--- src/rtl/tx_pkt_gate_pkg.sv ---
package tx_pkt_gate_pkg;

  // Strobes issued by the control toward the packet counter.
  typedef struct packed {
    logic countIn;
    logic countOut;
  } gateStrobes_t;

endpackage

--- src/rtl/tx_pkt_gate_counter.sv ---
module tx_pkt_gate_counter
  import tx_pkt_gate_pkg::*;
#(
  parameter int MAX_PKTS = 64
) (
  input  logic         clk,
  input  logic         rst,
  input  gateStrobes_t strobes,
  output logic         pktAvail,
  output logic         atCapacity
);

  localparam int CNT_W = $clog2(MAX_PKTS + 1);
  localparam logic [CNT_W-1:0] CNT_MAX = CNT_W'(MAX_PKTS);

  logic [CNT_W-1:0] pktCount;

  always_ff @(posedge clk) begin
    if (rst) begin
      pktCount <= '0;
    end else begin
      case ({strobes.countIn, strobes.countOut})
        2'b10:   pktCount <= pktCount + CNT_W'(1);
        2'b01:   pktCount <= pktCount - CNT_W'(1);
        default: pktCount <= pktCount;
      endcase
    end
  end

  assign pktAvail   = (pktCount != '0);
  assign atCapacity = (pktCount == CNT_MAX);

  AST_NO_OVERFLOW: assert property (@(posedge clk) disable iff (rst)
    !(atCapacity && strobes.countIn && !strobes.countOut));

  AST_NO_UNDERFLOW: assert property (@(posedge clk) disable iff (rst)
    strobes.countOut |-> pktAvail);

  AST_BALANCED_STABLE: assert property (@(posedge clk) disable iff (rst)
    (strobes.countIn && strobes.countOut) |=> $stable(pktCount));

endmodule

--- src/rtl/tx_pkt_gate_ctrl.sv ---
module tx_pkt_gate_ctrl
  import tx_pkt_gate_pkg::*;
(
  input  logic         clk,
  input  logic         rst,
  input  logic         inValid,
  input  logic         inReady,
  input  logic         inLast,
  input  logic         fifoValid,
  input  logic         fifoLast,
  input  logic         macFull,
  input  logic         pktAvail,
  output gateStrobes_t strobes,
  output logic         sendEn
);

  logic lastOut;

  assign lastOut          = sendEn && fifoValid && fifoLast;
  assign strobes.countIn  = inValid && inReady && inLast;
  assign strobes.countOut = lastOut;

  always_ff @(posedge clk) begin
    if (rst) begin
      sendEn <= 1'b0;
    end else if (sendEn) begin
      if (lastOut) sendEn <= 1'b0;
    end else if (pktAvail && !macFull) begin
      sendEn <= 1'b1;
    end
  end

  AST_HOLD_TO_LAST: assert property (@(posedge clk) disable iff (rst)
    (sendEn && !(fifoValid && fifoLast)) |=> sendEn);

  AST_START_GUARDED: assert property (@(posedge clk) disable iff (rst)
    $rose(sendEn) |-> $past(pktAvail && !macFull));

  AST_IDLE_AFTER_LAST: assert property (@(posedge clk) disable iff (rst)
    lastOut |=> !sendEn);

endmodule

--- src/rtl/tx_pkt_gate.sv ---
module tx_pkt_gate
  import tx_pkt_gate_pkg::*;
#(
  parameter int MAX_PKTS = 64
) (
  input  logic clk,
  input  logic rst,
  input  logic inValid,
  input  logic inReady,
  input  logic inLast,
  input  logic fifoValid,
  input  logic fifoLast,
  input  logic fifoSof,
  input  logic macFull,
  output logic fifoReady,
  output logic macValid,
  output logic macSof
);

  gateStrobes_t strobes;
  logic         pktAvail;
  logic         atCapacity;
  logic         sendEn;

  tx_pkt_gate_ctrl u_ctrl (
    .clk       (clk),
    .rst       (rst),
    .inValid   (inValid),
    .inReady   (inReady),
    .inLast    (inLast),
    .fifoValid (fifoValid),
    .fifoLast  (fifoLast),
    .macFull   (macFull),
    .pktAvail  (pktAvail),
    .strobes   (strobes),
    .sendEn    (sendEn)
  );

  tx_pkt_gate_counter #(.MAX_PKTS(MAX_PKTS)) u_cnt (
    .clk        (clk),
    .rst        (rst),
    .strobes    (strobes),
    .pktAvail   (pktAvail),
    .atCapacity (atCapacity)
  );

  assign fifoReady = sendEn;
  assign macValid  = fifoValid && sendEn;
  assign macSof    = fifoSof && sendEn;

  AST_RESET_QUIET: assert property (@(posedge clk)
    $past(rst) |-> !fifoReady);

endmodule

--- config.mk ---
export PLATFORM = sky130hd
export DESIGN_NAME = tx_pkt_gate
export DESIGN_NICKNAME = d
export VERILOG_FILES = /design/src/rtl/tx_pkt_gate_pkg.sv /design/src/rtl/tx_pkt_gate_counter.sv /design/src/rtl/tx_pkt_gate_ctrl.sv /design/src/rtl/tx_pkt_gate.sv
export SDC_FILE = /design/constraint.sdc
export NUM_CORES = 1
export LEC_CHECK = 0
export BUFFER_PORTS_ARGS = -buffer_cell sky130_fd_sc_hd__buf_2
export CAP_MARGIN = 0
export CORE_AREA = 3 3 40 42
export CTS_BUF_LIST = sky130_fd_sc_hd__clkbuf_8 sky130_fd_sc_hd__clkbuf_16
export DETAILED_ROUTE_END_ITERATION = 7
export DIE_AREA = 0 0 43 45
export GPL_TIMING_DRIVEN = 0
export PLACE_DENSITY = 0.79
export SYNTH_ARGS = -nofsm -noshare
export SYNTH_HDL_FRONTEND = slang
export SYNTH_HIERARCHICAL = 1
export SYNTH_SLANG_ARGS = --single-unit
export TNS_END_PERCENT = 5
--- constraint.sdc ---
create_clock -name clk -period 8 [get_ports clk]
set_input_delay 1.6 -clock clk [delete_from_list [all_inputs] [get_ports clk]]
set_output_delay 1.6 -clock clk [all_outputs]
set_load 0.01 [all_outputs]
=== Yosys cells after proc, flatten, opt, wreduce, memory -nomap -nowiden ===
Index checks and enable logic that the tools add are counted.
Widths: inputs -> output; s select.

* Eq/ne operators: 2
* Reductions and logical operators: 9
* Multiplexer cells: 4
* Add/subtract/negate cells: 2

{| class="wikitable"
|+ Operators with widths
! kind !! count
|-
| $pmux 7 s2 || 1
|-
| $add 7x1->7 const B || 1
|-
| $reduce_bool 7->1 || 1
|-
| $sub 7x1->7 const B || 1
|-
| $logic_and 1x1->1 || 6
|-
| $mux 1 || 3
|-
| $eq 2x1->1 const B || 1
|-
| $eq 2x2->1 const B || 1
|-
| $reduce_bool 2->1 || 1
|-
| $logic_not 1->1 || 1
|}

* Output and inout port bits: 3
* Input port bits: 9
* Bits in registers: 8

=== Logic depth before layout (Yosys ltp) ===
* Depth after elaboration: 4
* Gate-level depth with buffers: 10
* Depth with buffers taken out: 9

=== Hierarchy ===
Netlist, hierarchy kept.

{| class="wikitable"
|+ Modules (own cells, without submodules)
! module !! area each (um^2) !! times used !! cells an instance
|-
| tx_pkt_gate_counter || 660.6 || 1 || 71
|-
| tx_pkt_gate_ctrl || 68.8 || 1 || 7
|-
| tx_pkt_gate || 12.5 || 1 || 2
|}

=== Worst setup path before layout ===
OpenSTA, ideal clock, no wires.

* Path type: input-to-reg
* From: input fifoLast
* To: register u_cnt.pktCount[4]
* Arrival: 3,498 ps
* Setup time: 123 ps
* Stages: 10
* Setup slack: 4,379 ps
* Cell sequence: and3_2 -> buf_4 -> ha_1 -> buf_6 -> xor2_1 -> ha_1 -> nor4_2 -> nor4_4 -> mux2i_1 -> mux2_1

{| class="wikitable"
|+ RTL lines
! element !! RTL line !! source
|-
| start: declaration || tx_pkt_gate.sv:12 || <nowiki>input logic fifoLast,</nowiki>
|-
| end signal: assignment || tx_pkt_gate_counter.sv:23 || <nowiki>2'b10: pktCount <= pktCount + CNT_W'(1);</nowiki>
|-
| end signal: assignment || tx_pkt_gate_counter.sv:24 || <nowiki>2'b01: pktCount <= pktCount - CNT_W'(1);</nowiki>
|-
| end signal: assignment || tx_pkt_gate_counter.sv:25 || <nowiki>default: pktCount <= pktCount;</nowiki>
|-
| end: declaration || tx_pkt_gate_counter.sv:16 || <nowiki>logic [CNT_W-1:0] pktCount;</nowiki>
|}

=== Final worst setup path ===
* From: input fifoLast
* To: register u_cnt.pktCount[4]

* Cells in the longest elaborated chain, start to end: 3
* Elaborated cells between the ends (all ways): 5

{| class="wikitable"
|+ Ends and longest elaborated chain
! element !! RTL line !! source
|-
| $logic_and 1x1->1 (*) || tx_pkt_gate_ctrl.sv:19 || <nowiki>assign lastOut = sendEn && fifoValid && fifoLast;</nowiki>
|-
| via u_ctrl.lastOut || tx_pkt_gate_ctrl.sv:17 || <nowiki>logic lastOut;</nowiki>
|-
| $eq 2x1->1 / $eq 2x2->1 (equally long branches) || tx_pkt_gate_counter.sv:22 || <nowiki>case ({strobes.countIn, strobes.countOut})</nowiki>
|-
| $pmux 7 s2 / $reduce_bool 2->1 (equally long branches) || n/a ||
|}

The timed path passes the listed nets; every way through them passes the cells marked *.
A chain may end at the register's enable or synchronous reset.

==> results.md <==
- Setup repair after global routing left no endpoint under its margin.
- CTS built an H-tree with a depth of 1.
- The number of clock sinks is 8.
- Compared with the post-synthesis result, the final layout area differs by 15.7%.
- Data on the critical path is required at its endpoint by approximately 8.1 ns.
- The count of final max-slew check failures is 0.
- The leakage power of the design is between 0.3 and 0.4 nW.
- The ratio of routed vias to standard cells is about 5.7.
- After detailed routing, the total wire length is 1450 um.
- The I/O pin total is 12.
- Based on the critical path, the design can be clocked at up to between 200 and 300 MHz.
- The clock tree root buffer cell is clkbuf_8.
- The worst-margin pin slew is 0.374 ns.
- The layout cell share with drive strength beyond 1 is approximately a third.
- The share of the core filled with cells is approximately two thirds.
- A synthesized cell averages roughly 9.3 um^2.
- The power density relative to cell area is about 140 nW/um^2.
- The worst clock skew on the final layout is 0.00417 ns.
- The number of antenna diodes in the final layout is 0.
- The synthesized netlist occupies a cell area of between 700 and 800 um^2.
- Once the floorplan was initialized, standard cells occupied between 50% and 60% of the core.
- The shortest clock period the worst path allows after layout is around 3.7 ns.
- The data arrival time of the critical path is around 3.8 ns.
- The largest net degree at the start of global routing is 11.
- The startpoint class of the critical path is an input port.
- The library cell used most frequently in the layout, excluding fill and tap cells, is buf_2.
- The count of port buffers added during placement is 11.
- The total global routing overflow is 0.
- In this run the worst path has a maximum fanout of 10.
- The total of hold buffers inserted after clock tree synthesis is 0.
- Adding up every negative setup slack in the final design gives 0 ns.
- The CTS tree is built.
- The via count is 620.
- Setup violations remaining at the end of the flow were counted as 0.
- The cell count after synthesis is between 70 and 80.
- The number of global-route vias before repair is 568.
- The buffer count from post-CTS setup fixing is 0.
- The start point of the worst hold path is u_cnt/pktCount[6].
- Summed over all nets, the half-perimeter wirelength after detailed placement is 1070 um.
- For this run, the detailed router's first-pass iteration total came to 4.
- The classification of the worst setup path is input port to flip-flop.
- The row count is 13.
- The run finished with clean final reports.
- For this run, the total global-route usage over all layers was measured as between 10% and 20%.
- The core region is 1280 um^2.
- IR analysis of the VDD net gives a maximum drop of around 120 uV.
- The worst setup path is captured at a flip-flop.
- TritonCTS created 3 clock buffers.
- Yosys printed 6 warnings.
- The normalized max-slew margin is roughly 75%.
- The startpoint of the worst-slack reg-to-reg timing path is u_ctrl/sendEn.
- Before CTS, the worst setup slack after placement is a little over 4 ns.
- From bottom edge to top edge, the die measures roughly 45 um.
- The post-cts gate resize count is 0.
- The class of the most critical hold timing path is flip-flop to flip-flop.
- The iteration-0 DRC count of the detailed router is 5.
- The number of design rule violations left after detail routing is 0.
- In the final routed layout, each cell accounts on average for approximately 13 um.
- The remaining number of nets flagged by the antenna check after routing is 0.
- The wire length of the first global-routing pass is 2390 um.
- The post-CTS clock slew at the launch and capture registers of the worst setup and hold paths is approximately 0.040 ns.
- In the layout the commonest cells are 12 x buf_2, 8 x dfxtp_1, 7 x nor2_1.
- The final layout net count is approximately 110.
- The most critical setup path has its startpoint at fifoLast.
- The congestion estimate from routability-driven global placement came to just under 0.8.
- The tool flagged a number of max-cap violations equal to 0.
- The x dimension of the die is roughly 43 um.
- The buffer levels on the longest clock path is 2.
- Once routing completed, OpenROAD measured the worst setup slack at between 4 and 5 ns.
- In the finished design, the share of the clock period the worst path needs comes to 46.6%.
- The die outline area is 1940 um^2.
- The number of antenna violations at the first check in global routing is 0.
- The final-report hold violation count is 0.
- When the netlist entered floorplanning its net count stood at slightly above 90.
- The clock reaches the later pin of the worst-skew pair after approximately 0.23 ns.
## sequential cells by signal (all words and copies together) (netlist names)
register,cells
u_cnt/pktCount,7
u_ctrl/sendEn,1
## layout make-up
type,instances,area [um^2]
plain buffers,7,60.1
clock buffers,3,41.3
fillers,99,437
inverters,1,3.75
multi-input cells,63,509
flip-flops and latches,8,160
well taps,15,18.8
repair buffers,11,55.1
## critical path, stage by stage
cell and delay [ns]:
buf_2 0.10, and3_2 0.19, buf_4 0.13, ha_1 0.28
buf_6 0.18, xor2_1 0.14, ha_1 0.22, nor4_2 0.06
nor4_4 0.31, mux2i_1 0.28, mux2_1 0.34
## worst paths after layout
| check | end | slack [ns] | depth (start not counted) |
|---|---|---|---|
| hold / removal | u_cnt/pktCount[6] | 0.56 | 2 |
| setup reg to reg | u_cnt/pktCount[4] | 5.36 | 10 |
| setup / recovery | u_cnt/pktCount[4] | 4.27 | 11 |
| hold reg to reg | u_cnt/pktCount[6] | 0.56 | 2 |
## power by group
part / internal, W / switching (W) / total [W]
Clock: 0.0000326 / 0.0000157 / 0.0000483
Sequential: 0.0000422 / 0.00000261 / 0.0000448
Combinational: 0.0000124 / 0.0000108 / 0.0000232
## stage by stage
| step | std cells | power, W | hold slack (ns) | cell area [um^2] |
|---|---|---|---|---|
| after floorplan | 79 | 0.0000620 | 0.504 | 733 |
| after global placement | 105 | 0.0000674 | 0.526 | 807 |
| after detailed placement | 105 | 0.0000682 | 0.546 | 807 |
| after CTS | 108 | 0.000117 | 0.556 | 848 |
| after global routing | 108 | 0.000121 | 0.571 | 848 |
| final | 108 | 0.000116 | 0.559 | 848 |
## metal layers
layer,track usage [%],part of all wire (%)
met1,19.3,45
met2,28.7,47
met3,4.78,6.8
met4,7.23,0.76
met5,0,0
Power figures use the tool's default switching activity.
